[config.mk]
export PLATFORM = sky130hd
export DESIGN_NAME = bit_whitener
export DESIGN_NICKNAME = d
export VERILOG_FILES = /design/src/rtl/whitener_pkg.sv /design/src/rtl/whitener_ctrl.sv /design/src/rtl/whitener_dp.sv /design/src/rtl/bit_whitener.sv
export SDC_FILE = /design/constraint.sdc
export NUM_CORES = 1
export LEC_CHECK = 0
export ABC_AREA = 1
export BUFFER_PORTS_ARGS = -buffer_cell sky130_fd_sc_hd__buf_2
export CAP_MARGIN = 20
export CORE_AREA = 10 10 47 49
export CTS_CLUSTER_DIAMETER = 40
export DETAILED_ROUTE_END_ITERATION = 8
export DIE_AREA = 0 0 57 59
export GPL_TIMING_DRIVEN = 0
export MAX_ROUTING_LAYER = met4
export PLACE_DENSITY = 0.77
export SLEW_MARGIN = 20
export SYNTH_ARGS = -nofsm -noshare
export SYNTH_HDL_FRONTEND = slang
export SYNTH_SLANG_ARGS = --single-unit
[constraint.sdc]
create_clock -name clk -period 3.2 [get_ports clk]
set_clock_uncertainty 0.1 [all_clocks]
set_input_delay 0.8 -clock clk [delete_from_list [all_inputs] [get_ports clk]]
set_output_delay 0.8 -clock clk [all_outputs]
set_load 0.01 [all_outputs]
[src/rtl/whitener_pkg.sv]
package whitener_pkg;
  typedef struct packed {
    logic loadSeed;
    logic advance;
  } whStrobe_t;
endpackage

[src/rtl/whitener_ctrl.sv]
module whitener_ctrl
  import whitener_pkg::*;
(
  input  logic      startIn,
  input  logic      validIn,
  output whStrobe_t strobes
);
  always_comb begin
    strobes.loadSeed = startIn;
    strobes.advance  = validIn;
  end
endmodule

[src/rtl/whitener_dp.sv]
module whitener_dp
  import whitener_pkg::*;
#(
  parameter int STATE_W = 15,
  parameter int TAP_A   = 14,
  parameter int TAP_B   = 13,
  parameter int SEED    = 15'h7FFF
) (
  input  logic      clk,
  input  logic      rstN,
  input  whStrobe_t strobes,
  input  logic      dataIn,
  output logic      dataOut,
  output logic      validOut
);
  localparam logic [STATE_W-1:0] SEED_RAW = STATE_W'(SEED);
  localparam logic [STATE_W-1:0] SEED_EFF =
    (SEED_RAW == '0) ? STATE_W'(1) : SEED_RAW;

  logic [STATE_W-1:0] lfsrState;
  logic [STATE_W-1:0] curState;
  logic [STATE_W-1:0] nextState;
  logic               keyBit;

  always_comb begin
    curState  = strobes.loadSeed ? SEED_EFF : lfsrState;
    keyBit    = curState[TAP_A] ^ curState[TAP_B];
    nextState = {curState[STATE_W-2:0], keyBit};
  end

  always_ff @(posedge clk or negedge rstN) begin
    if (!rstN) begin
      lfsrState <= SEED_EFF;
      dataOut   <= 1'b0;
      validOut  <= 1'b0;
    end else begin
      lfsrState <= strobes.advance ? nextState : curState;
      validOut  <= strobes.advance;
      dataOut   <= strobes.advance ? (dataIn ^ keyBit) : 1'b0;
    end
  end

  assert_hold_when_idle_R3: assert property (@(posedge clk) disable iff (!rstN)
    (!strobes.advance && !strobes.loadSeed) |=> $stable(lfsrState));

  assert_seed_loaded_R4: assert property (@(posedge clk) disable iff (!rstN)
    (strobes.loadSeed && !strobes.advance) |=> (lfsrState == SEED_EFF));

  assert_never_zero_R6: assert property (@(posedge clk) disable iff (!rstN)
    lfsrState != '0);

  assert_quiet_output_R7: assert property (@(posedge clk) disable iff (!rstN)
    !validOut |-> !dataOut);
endmodule

[src/rtl/bit_whitener.sv]
module bit_whitener
  import whitener_pkg::*;
#(
  parameter int SEED = 15'h7FFF
) (
  input  logic clk,
  input  logic rstN,
  input  logic frameStart,
  input  logic bitValid,
  input  logic bitIn,
  output logic bitOut,
  output logic bitOutValid
);
  localparam int STATE_W = 15;
  localparam int TAP_A   = STATE_W - 1;
  localparam int TAP_B   = STATE_W - 2;

  whStrobe_t strobes;

  whitener_ctrl u_ctrl (
    .startIn (frameStart),
    .validIn (bitValid),
    .strobes (strobes)
  );

  whitener_dp #(
    .STATE_W (STATE_W),
    .TAP_A   (TAP_A),
    .TAP_B   (TAP_B),
    .SEED    (SEED)
  ) u_dp (
    .clk      (clk),
    .rstN     (rstN),
    .strobes  (strobes),
    .dataIn   (bitIn),
    .dataOut  (bitOut),
    .validOut (bitOutValid)
  );

  assert_valid_delay_R2: assert property (@(posedge clk) disable iff (!rstN)
    1'b1 |=> (bitOutValid == $past(bitValid)));
endmodule

After elaboration in Yosys (flattened, before gate mapping) --
Index checks and enable logic that the tools add are counted.
Operators by class: mux-type cells 3, bitwise logic cells 2
Operator list (number):
- $mux W15 | 2
- $xor A1 B1 Y1 | 2
- $mux W1 | 1
Word-level totals: input bits 5, output and inout port bits 2, register bits 17

Depth between registers and ports, before layout --
Gate-level depths: netlist of the first run.
depth in word-level cells 4, depth in mapped cells 5, depth with buffers taken out 5

Modules after synthesis --
Synthesis of the first run repeated with hierarchy kept, for this count alone.
Second synthesis, totals: cells, all modules 72, area total of the unflattened synthesis 733.2 um^2
Modules (own cells, without submodules):
- whitener_dp | instances 1, area each 718.2 um^2, cells an instance 70
- whitener_ctrl | instances 1, area each 15.0 um^2, cells an instance 2

Worst setup path before layout of the first run --
No wires, ideal clock.
path kind input -> register, start in bitValid, end reg u_dp.lfsrState[12], data arrival time 1.233 ns, cell stages on the path 5, data required time 3.028 ns, setup time 0.072 ns, slack 1.795 ns, buffers on the path 2, cells stage by stage buf_6 -> inv_1 -> buf_6 -> o21ai_0 -> o21ai_1
Between the ends: cells in the longest elaborated chain, start to end 1
Ends and longest elaborated chain:
- start, declared | RTL line bit_whitener.sv:9 | input logic bitValid,
- $mux W15 | RTL line whitener_dp.sv:37 | lfsrState <= strobes.advance ? nextState : curState;
- end signal, assigned | RTL line whitener_dp.sv:37
- end, declared | RTL line whitener_dp.sv:20 | logic [STATE_W-1:0] lfsrState;
No other way between the ends.

Final worst setup path of the first run --
start reg u_dp.dataOut, end out bitOut
RTL lines:
- start, declared | RTL line whitener_dp.sv:13 | output logic dataOut,
- start signal, assigned | RTL line whitener_dp.sv:39 | dataOut <= strobes.advance ? (dataIn ^ keyBit) : 1'b0;
- end, declared | RTL line bit_whitener.sv:11 | output logic bitOut,
No word-level cell between the ends.

==> results.tsv, run 1 <==
stage	metric	value	unit
clock_tree	cts_buffers	3	
sta	finalCritPeriodShare	52.9	%
critical_path	end_kind	output pin	
sta	slew_viol_final	0	
sta	grt_setup_unrepaired	false	
clock_tree	cts.sinks	17	
synth	syn_nets	73	
finish	fin_cells	94	
global_route	grt_pass1_vias	489	
sta	fin_crit	1.69	ns
critical_path	crit_path_max_incr_delay	0.37	ns
clock_tree	cts_buffer_depth	2	
synth	yosysMostFrequentCell	o21ai_0	
global_route	grt_util_all_layers	8.24	%
critical_path	ff2ff_path_depth	5	
clock_tree	tritoncts	done	
route	routed_wl	1.33	mm
floorplan	dieArea	3360	µm²
route	vias	514	
floorplan	die_y	59	µm
clock_tree	insertion_delay	0.29	ns
floorplan	core_area	1400	µm²
placed_design	hpwl	922	µm
finish	fin_nets	84	
route	drt_pass1_iterations	4	
critical_path	cp.arrival	0.79	ns
synth	syn_inst	68	
global_route	grt.overflow.total	0	
floorplan	initial_core_util	50.3	%
global_route	antenna_found_initial	0	
critical_path	path_cells	buf_2	
clock_tree	htree_levels	1	
critical_path	slowest_stage	dfrtp_1	
critical_path	worstSetupPathDepth	1	
synth	netlist_top_cells_count	21 x o21ai_0, 15 x dfstp_2, 9 x nor2_1	
critical_path	cp_num_buf_inv	1	
synth	ys_ff_latch	17	
critical_path	crit_family	flip-flops	
clock_tree	clk_pin_slew	0.09	ns
floorplan	ios	7	
sta	setup_violations	0	
finish	diodes	0	
synth	synth_seq_area_share	63.1	%
critical_path	startpoint_type	flip-flop	
synth	ys_async_sr_fraction	100	%
pwr	pwr_density_cell	529	nW/µm²
synth	yosys-top-cells-area	dfstp_2 56%, o21ai_0 15%, dfrtp_1 7.1%, o21ai_1 5.0%, nor2_1 4.8%	
outcome	run_status	completed	
synth	synth_area_per_cell	10.4	µm²
worst_hold_path	hp-class	input port to asynchronous set/reset pin	
sta	fmax	0.591	GHz
critical_path	crit_fanout	1	
pwr	vdd_drop_max	0.000318	V
critical_path	critical_path_class	flip-flop to output pin	
global_route	grt_pass1_wl	2.17	mm
sta	relSlewSlack	76.3	%
sta	fin_tns_setup	0	ns
finish	area_growth	10.8	%
route	drc	0	
placed_design	place_inst	90	
placed_design	gp_congestion	0.701	
synth	synth_area	704	µm²
clock_tree	cts-root-buf	clkbuf_4	
clock_tree	cts_resized	0	
sta	hold_violations	0	
route	wl_per_cell	14.1	µm
synth	synth_edf_count	0	
critical_path	crit_required	2.30	ns
synth	synth_top_area_share	56.0	%
synth	synth_flop_cell	dfstp_2	
route	ant_nets	0	
sta	worst_pin_slew	0.356	ns
finish	seq_area	444	µm²
global_route	grt_max_degree	18	
finish	drive_gt1_share	37.2	%
clock_tree	holdBufCountCts	0	
floorplan	std_cell_rows	14	
floorplan	die_w	57	µm
route	viasPerCell	5.47	
clock_tree	post_cts_buffers	0	
synth	yosysWarnings	0	
finish	multi_input_area	206	µm²
finish	n_fill_cell	127	
flow_run	drv_cap	0	
synth	synth_cell_type_count	14	
synth	synth_top_cell_by_area	dfstp_2	
pwr	cellLeakagePower	0.000321	µW
route	drt_iter0_markers	9	
placed_design	portBuffers	6	
layout by cell type, fill, tap and decap left out:
| cell type | count |
|---|---|
| buf_2 | 6 |
| buf_6 | 3 |
| a31oi_1 | 1 |
| nand2_1 | 3 |
| dfstp_2 | 15 |
| dfrtp_1 | 2 |
| clkbuf_1 | 1 |
| a21oi_1 | 1 |
| nand3_1 | 1 |
| buf_4 | 1 |
| clkbuf_2 | 1 |
| inv_1 | 2 |
| o21ai_0 | 21 |
| clkbuf_4 | 3 |
| nor3_1 | 1 |
| nor2_1 | 9 |
| o21ai_1 | 7 |
worst paths after layout:
kind	endpoint	startpoint	slack (ns)
setup / recovery	bitOut	u_dp.dataOut	1.51
min in group clk	u_dp.lfsrState[4]	u_dp.lfsrState[3]	0.44
setup reg to reg	u_dp.dataOut	u_dp.lfsrState[13]	2.11
hold / removal	u_dp.validOut	rstN	0.31
max in group asynchronous	u_dp.lfsrState[9]	rstN	2.39
hold reg to reg	u_dp.lfsrState[4]	u_dp.lfsrState[3]	0.44
metrics by stage:
step | setup slack [ns] | cell area [µm²] | hold slack [ns] | total power [µW] | utilization (%)
floorplan | 1.80 | 704 | 0.404 | 285 | -
global placement | 1.60 | 754 | 0.432 | 300 | 53.8
detailed placement | 1.57 | 754 | 0.434 | 304 | 53.8
CTS | 1.49 | 781 | 0.310 | 417 | 55.7
global route | 1.47 | 781 | 0.325 | 430 | 55.7
finish | 1.51 | 781 | 0.305 | 413 | 55.7
final cells by class:
| cell class | instances | share of cell area, % |
|---|---|---|
| Buffer | 5 | 5.93 |
| Clock buffer | 4 | 3.37 |
| Inverter | 2 | 0.962 |
| Multi-Input combinational cell | 44 | 26.4 |
| Sequential cell | 17 | 56.9 |
| Tap cell | 16 | 2.56 |
| Timing Repair Buffer | 6 | 3.85 |
where the power goes:
| group | switching [µW] | total, µW | internal (µW) |
|---|---|---|---|
| sequential | 7.92 | 254 | 246 |
| combinational | 28.6 | 46.4 | 17.7 |
| clock | 64.2 | 113 | 48.5 |
| total | 101 | 413 | 312 |
sequential cells by signal, indices dropped and copies added, names as in the netlist:
register	flops
u_dp.lfsrState	15
u_dp.dataOut	1
u_dp.validOut	1
layer usage:
layer / track usage, % / vias up / share of wire, % / wire length (µm)
met5: - / - / 0 / 0
met4: 3.02 / 0 / 1.2 / 16
met3: 2.58 / 2 / 1.9 / 25
met2: 13.5 / 3 / 54 / 720
met1: 9.24 / 258 / 42 / 563
li1: - / 251 / - / -
kinds of logic after synthesis:
kind of cell / count (synthesis) / synth area share (%)
DFF: 17 / 63.1
AOI/OAI and AO/OA: 30 / 21.5
and+or+nand+nor: 14 / 7.81
buffers and inverters: 7 / 7.64
Power figures use the tool's default switching activity.
==> run 2: changes to the inputs <==
CORE_AREA = not set   (was 10 10 47 49)
CORE_MARGIN = 10   (was not set)
CORE_UTILIZATION = 54   (was not set)
DIE_AREA = not set   (was 0 0 57 59)
PLACE_DENSITY = 0.78   (was 0.77)
clock period = 1.6 ns   (was 3.2 ns; I/O delays follow)
==> run 2 against run 1 <==
Critical path depth stayed put. Sequential power grew 99%. Utilization increased by 12 points. Power rose by 99%. First-iteration DRC count increased by 22%. Combinational power increased by 100%. Hold slack worse by 0.15 ns. Cell count fell by 1.1%. Register-to-register slack got worse by 1.6 ns. Sequential share of layout area fell by 0.54 points. Routed wire length is 2.0% lower. Critical endpoint unchanged.
==> results.tsv, run 2 (synthesis results as in run 1) <==
stage	metric	value	unit	change
finish	largest_register	u_dp.lfsrState		
pwr	vdd_drop_max	0.000684	V	+110%
global_route	grt.overflow.total	0		unchanged
outcome	run_status	completed		
sta	fin_tns_setup	0	ns	unchanged
pwr	pwr_density_cell	1040	nW/µm²	+98%
sta	slew_viol_final	0		unchanged
clock_tree	cts-root-buf	clkbuf_4		
sta	finalCritPeriodShare	80.8	%	
route	viasPerCell	5.59		+2.3%
sta	fmax	0.774	GHz	
clock_tree	cts_buffers	3		unchanged
placed_design	hpwl	898	µm	-2.6%
worst_hold_path	min_from	bitValid		
clock_tree	cts_buffer_depth	2		unchanged
pwr	switching_share	24.1	%	-0.34 points
pwr	pwr-share-seq	61.4	%	about the same
global_route	grt_util_all_layers	8.66	%	+0.42 points
clock_tree	insertion_delay	0.29	ns	about the same
critical_path	critical_path_class	flip-flop to output pin		
critical_path	end_kind	output pin		
critical_path	ff2ff_path_depth	5		unchanged
finish	area_growth	11.9	%	
finish	largestRegisters	u_dp.lfsrState (15), u_dp.dataOut (1), u_dp.validOut (1)		
sta	hold_violations	0		unchanged
clock_tree	htree_levels	1		unchanged
clock_tree	cts_resized	0		unchanged
critical_path	slowest_stage	dfrtp_1		
finish	final_common_cell	o21ai_0		
pwr	clock_power_share	27.1	%	-0.2 points
finish	diodes	0		unchanged
floorplan	core_area	1170	µm²	-16%
critical_path	cp_num_buf_inv	1		unchanged
pwr	cellLeakagePower	0.000325	µW	+1.3%
critical_path	crit_path_max_incr_delay	0.37	ns	about the same
floorplan	die_y	56.1	µm	-4.9%
floorplan	die_w	56.1	µm	-1.6%
global_route	antenna_found_initial	0		unchanged
clock_tree	cts.sinks	17		unchanged
critical_path	rrSetupSlack	0.51	ns	-1.60 ns
critical_path	r2r-end	u_dp.dataOut		
finish	fin_util	67.3	%	+12 points
floorplan	std_cell_rows	12		-2
sta	relSlewSlack	75.6	%	-0.71 points
worst_hold_path	holdPathEnd	u_dp.validOut		
sta	worst_pin_slew	0.367	ns	+0.0107 ns
placed_design	gp_congestion	0.695		-0.84%
finish	fin_nets	85		+1.2%
route	ant_nets	0		unchanged
route	wl_per_cell	14.0	µm	-0.91%
route	drt_iter0_markers	11		+2
critical_path	path_cells	buf_2		
floorplan	ios	7		unchanged
critical_path	crit-reg2reg-launch	u_dp.lfsrState[13]		
floorplan	dieArea	3150	µm²	-6.4%
finish	drive_gt1_share	36.7	%	-0.47 points
critical_path	crit_required	1.10	ns	-1.20 ns
critical_path	startpoint_type	flip-flop		
route	drc	0		unchanged
critical_path	crit_fanout	1		unchanged
critical_path	crit_family	flip-flops		
sta	fin_crit	1.29	ns	
pwr	p_int	625	µW	+100%
worst_hold_path	hp-class	input port to flip-flop		
route	vias	520		+1.2%
clock_tree	tritoncts	done		
finish	largest_reg_flops	15		unchanged
placed_design	portBuffers	6		unchanged
worst_hold_path	hold_path_depth	1		
sta	setup_violations	0		unchanged
route	drt_pass1_iterations	4		unchanged
global_route	grt_pass1_vias	502		+2.7%
clock_tree	clk_pin_slew	0.09	ns	about the same
floorplan	initial_core_util	60.1	%	+9.9 points
global_route	grt_max_degree	18		unchanged
pwr	p_switching	198	µW	+97%
global_route	grt_pass1_wl	2.20	mm	+1.3%
critical_path	cp.arrival	0.79	ns	about the same
flow_run	drv_cap	0		unchanged
pwr	combinationalPowerShare	11.5	%	+0.3 points
route	routed_wl	1.30	mm	-2.0%
finish	final_cell_mix	21 x o21ai_0, 15 x dfstp_2, 9 x nor2_1, 7 x o21ai_1, 6 x buf_2		
sta	grt_setup_unrepaired	false		
[run 2: how the worst max path moves through the flow]
stage	start	to	slack (ns)	cells past startpoint
after floorplan	bitValid	u_dp.lfsrState[12]	0.60	5
after global placement	bitValid	u_dp.lfsrState[8]	0.40	6
after detailed placement	bitValid	u_dp.lfsrState[8]	0.37	6
after CTS	u_dp.dataOut	bitOut	0.31	1
after global routing	u_dp.validOut	bitOutValid	0.28	1
final	u_dp.dataOut	bitOut	0.31	1
[run 2: layout make-up]
cell class | count | area, µm²
fill | 94 | 383
multi-input combinational | 44 | 206
timing repair buffer | 7 | 40.0
sequential | 17 | 444
tap | 14 | 17.5
inverter | 2 | 7.51
clock buffer | 4 | 26.3
buffer | 5 | 46.3
[run 2: repair_timing]
action / CTS / global route
hold buffers: 1 / 0
setup buffers: 0 / 0
hold endpoints to repair: 2 / 0
[run 2: power by group through the flow]
stage / sequential [µW] / combinational [µW] / clock, µW
final: 505 / 94.5 / 223
after CTS: 505 / 96.4 / 228
after global routing: 509 / 109 / 240
after detailed placement: 512 / 94.2 / 0
after global placement: 510 / 90.4 / 0
after floorplan: 510 / 59.2 / 0
[run 2: stage by stage]
stage	hold slack, ns	power, µW	cells	setup WS (ns)	instance area (µm²)
6_report	0.151	823	93	0.308	788
3_3_place_gp	0.227	601	88	0.402	752
4_1_cts	0.151	829	93	0.309	788
3_5_place_dp	0.229	606	88	0.367	752
5_1_grt	0.159	858	93	0.277	788
2_1_floorplan	0.00441	569	68	0.595	704
[run 2: routing by layer]
layer,vias to the layer above,share of wire (%),global-route usage (%)
met5,-,0,-
met2,9,48,13.7
li1,254,-,-
met1,253,45,9.87
met3,4,4.2,2.28
met4,0,2.0,4.10
==> run 3: changes to the inputs <==
ABC_AREA = 0   (was 1)
CORE_UTILIZATION = 49   (was 54)
PLACE_DENSITY = 0.75   (was 0.78)
clock period = 1.1 ns   (was 1.6 ns; I/O delays follow)
==> run 3 against run 2 <==
The run now ends with negative setup slack left. Register-to-register slack got worse by 0.65 ns. Utilization decreased by 5.4 points. Cell count decreased by 11%. Hold slack got worse by 0.091 ns. Power increased by 45%. Combinational power increased by 63%. Area after synthesis increased by 2.8%. Sequential cell count unchanged. Non-clock buffer count increased by 1. Critical path type is now flip-flop to flip-flop. Largest power group unchanged. Highest routed layer unchanged.
==> results.tsv, run 3 <==
stage	metric	value	unit	change
finish	fin_nets	74		-13%
placed_design	portBuffers	5		-1
global_route	grt.overflow.total	0		unchanged
critical_path	crit_family	flip-flops		
global_route	grt_pass1_vias	450		-10%
global_route	grt_max_degree	18		unchanged
floorplan	dieArea	3420	µm²	+8.5%
global_route	antenna_found_initial	0		unchanged
synth	synth_area	724	µm²	+2.8%
route	wl_met3	56	µm	+3.7%
critical_path	startpoint_type	flip-flop		
sta	hold_violations	0		unchanged
floorplan	ios	7		unchanged
pwr	p_switching	278	µW	+40%
finish	final_cell_mix	15 x dfstp_2, 13 x nor2b_1, 13 x a211o_1, 8 x buf_2		
critical_path	slowest_stage	dfstp_2		
critical_path	end_kind	flip-flop		
placed_design	place_inst	76		-14%
sta	grt_setup_unrepaired	true		
synth	synth_cell_type_count	12		-2
clock_tree	cts_buffer_depth	2		unchanged
route	routed_wl	1.27	mm	-2.2%
finish	largest_register	u_dp.lfsrState		
finish	drive_gt1_share	48.5	%	+12 points
pwr	pwr_density_cell	1420	nW/µm²	+36%
finish	fin_cells	83		-11%
floorplan	initial_core_util	53.7	%	-6.5 points
worst_hold_path	hp-class	input port to flip-flop		
route	top_layer	met4		
clock_tree	clk_pin_slew	0.09	ns	about the same
outcome	violations	negative setup slack		
floorplan	core_area	1350	µm²	+15%
placed_design	hpwl	770	µm	-14%
clock_tree	htree_levels	1		unchanged
synth	yosysWarnings	0		unchanged
pwr	cellLeakagePower	0.000345	µW	+5.9%
pwr	combinationalPowerShare	12.9	%	+1.4 points
synth	synth_top_area_share	54.4	%	-1.5 points
global_route	grt_pass1_wl	2.03	mm	-7.9%
sta	fmax	0.804	GHz	
synth	synth_edf_count	0		unchanged
placed_design	gp_congestion	0.720		+3.7%
synth	yosys-top-cells-area	dfstp_2 54%, a211o_1 16%, nor2b_1 12%, dfrtp_1 6.9%, buf_2 2.8%		
critical_path	crit_required	1.22	ns	+0.12 ns
sta	relSlewSlack	75.3	%	-0.20 points
floorplan	std_cell_rows	13		+1
outcome	run_status	finished, violations left		
sta	hold_slack	0.0592	ns	-0.0914 ns
sta	fin_crit	1.24	ns	
synth	synth_flop_cell	dfstp_2		
route	drt_iter0_markers	14		+3
floorplan	die_w	58.5	µm	+4.2%
sta	worst_slack	-0.144	ns	-0.452 ns
synth	syn_nets	61		-16%
sta	setup_violations	4		+4
finish	largestRegisters	u_dp.lfsrState (15), u_dp.dataOut (1), u_dp.validOut (1)		
critical_path	crit_path_max_incr_delay	0.57	ns	+0.20 ns
finish	area_growth	15.4	%	
synth	netlist_top_cells_count	15 x dfstp_2, 14 x nor2b_1, 13 x a211o_1		
route	wl_per_cell	15.3	µm	+9.5%
critical_path	path_cells	xnor2_2 -> or3_1 -> a21boi_1		
clock_tree	insertion_delay	0.28	ns	about the same
clock_tree	tritoncts	done		
route	wl_met2	628	µm	unchanged
clock_tree	cts-root-buf	clkbuf_4		
route	vias	469		-9.8%
route	drt_pass1_iterations	4		unchanged
pwr	vdd_drop_max	0.000784	V	+15%
synth	yosysMostFrequentCell	dfstp_2		
critical_path	critical_path_class	flip-flop to flip-flop		
synth	synth_top_cell_by_area	dfstp_2		
global_route	grt_util_all_layers	7.71	%	-0.94 points
placed_design	post-place-ws	-0.126	ns	-0.494 ns
sta	finalCritPeriodShare	113	%	
finish	n_fill_cell	106		+13%
finish	largest_reg_flops	15		unchanged
clock_tree	cts_buffers	3		unchanged
pwr	pwr-share-seq	60.0	%	-1.4 points
critical_path	crit_fanout	3		+2
synth	ys_async_sr_fraction	100	%	unchanged
sta	slew_viol_final	0		unchanged
flow_run	drv_cap	0		unchanged
synth	syn_inst	56		-18%
synth	synth_area_per_cell	12.9	µm²	+25%
synth	synth_seq_area_share	61.3	%	-1.7 points
route	wl_met1	574	µm	-2.5%
finish	diodes	0		unchanged
pwr	p_int	913	µW	+46%
synth	ys_ff_latch	17		unchanged
sta	worst_pin_slew	0.370	ns	+0.00302 ns
route	drc	0		unchanged
pwr	power	1190	µW	+45%
pwr	clock_power_share	27.1	%	about the same
route	viasPerCell	5.65		+1.1%
sta	fin_tns_setup	-0.356	ns	-0.356 ns
critical_path	cp.arrival	1.36	ns	+0.57 ns
clock_tree	cts.sinks	17		unchanged
finish	final_common_cell	dfstp_2		
pwr	switching_share	23.3	%	-0.74 points
route	ant_nets	0		unchanged
critical_path	cp_num_buf_inv	0		-1
floorplan	die_y	58.5	µm	+4.2%
[run 3: kinds of logic (layout without fill, tap and decap cells)]
group	Yosys count	after routing	synth area share (%)
AOI/OAI and AO/OA	18	18	20.7
DFF	17	17	61.3
and+or+nand+nor	15	15	13.0
buffers and inverters	5	17	3.80
xor gates and xnor gates	1	1	1.21
[run 3: final timing paths]
kind                            depth (start not counted)                 to                from  slack (ns)
worst min register to register                          1  u_dp.lfsrState[0]   u_dp.lfsrState[0]        0.50
worst max register to register                          3       u_dp.dataOut  u_dp.lfsrState[13]       -0.14
min in group asynchronous                               2       u_dp.dataOut                rstN        0.33
worst max-delay path                                    3       u_dp.dataOut  u_dp.lfsrState[13]       -0.14
max in group asynchronous                               2  u_dp.lfsrState[7]                rstN        0.26
worst min-delay path                                    1      u_dp.validOut            bitValid        0.06
[run 3: through the flow]
| step | cell area [µm²] | util (%) |
|---|---|---|
| after global routing | 836 | 61.9 |
| after global placement | 768 | 56.9 |
| after detailed placement | 768 | 56.9 |
| after CTS | 820 | 60.7 |
| final | 836 | 61.9 |
| after floorplan | 724 | - |
[run 3: repair_timing]
| action | CTS | global route |
|---|---|---|
| setup buffers | 1 | 1 |
| hold buffers | 1 | 0 |
| hold endpoints to repair | 2 | 0 |
| resized for setup | 1 | 3 |
| pin swaps | 0 | 2 |
| setup endpoints to repair | 4 | 5 |
| gates cloned | 0 | 0 |
[run 3: layout make-up]
type	instances	area, µm²	area share [%]
plain buffers	5	27.5	3.29
clock buffers	4	26.3	3.14
repair buffers	8	56.3	6.74
flip-flops and latches	17	444	53.1
well taps	15	18.8	2.25
multi-input cells	34	263	31.4
[run 3: worst reg2reg max path: stages (launching register included)]
cell	delay [ns]
dfstp_2	0.57
xnor2_2	0.08
or3_1	0.31
a21boi_1	0.12
[run 3: power by group through the flow]
stage / sequential, µW / clock, µW / combinational, µW
floorplan: 719 / 0 / 90.8
global placement: 720 / 0 / 129
detailed placement: 722 / 0 / 132
CTS: 714 / 338 / 141
global route: 719 / 363 / 170
finish: 715 / 323 / 154
[run 3: routing by layer]
metal / track usage [%] / vias to the layer above
li1: - / 222
met5: - / -
met2: 10.8 / 9
met4: 5.03 / 0
met1: 9.32 / 236
met3: 2.36 / 2
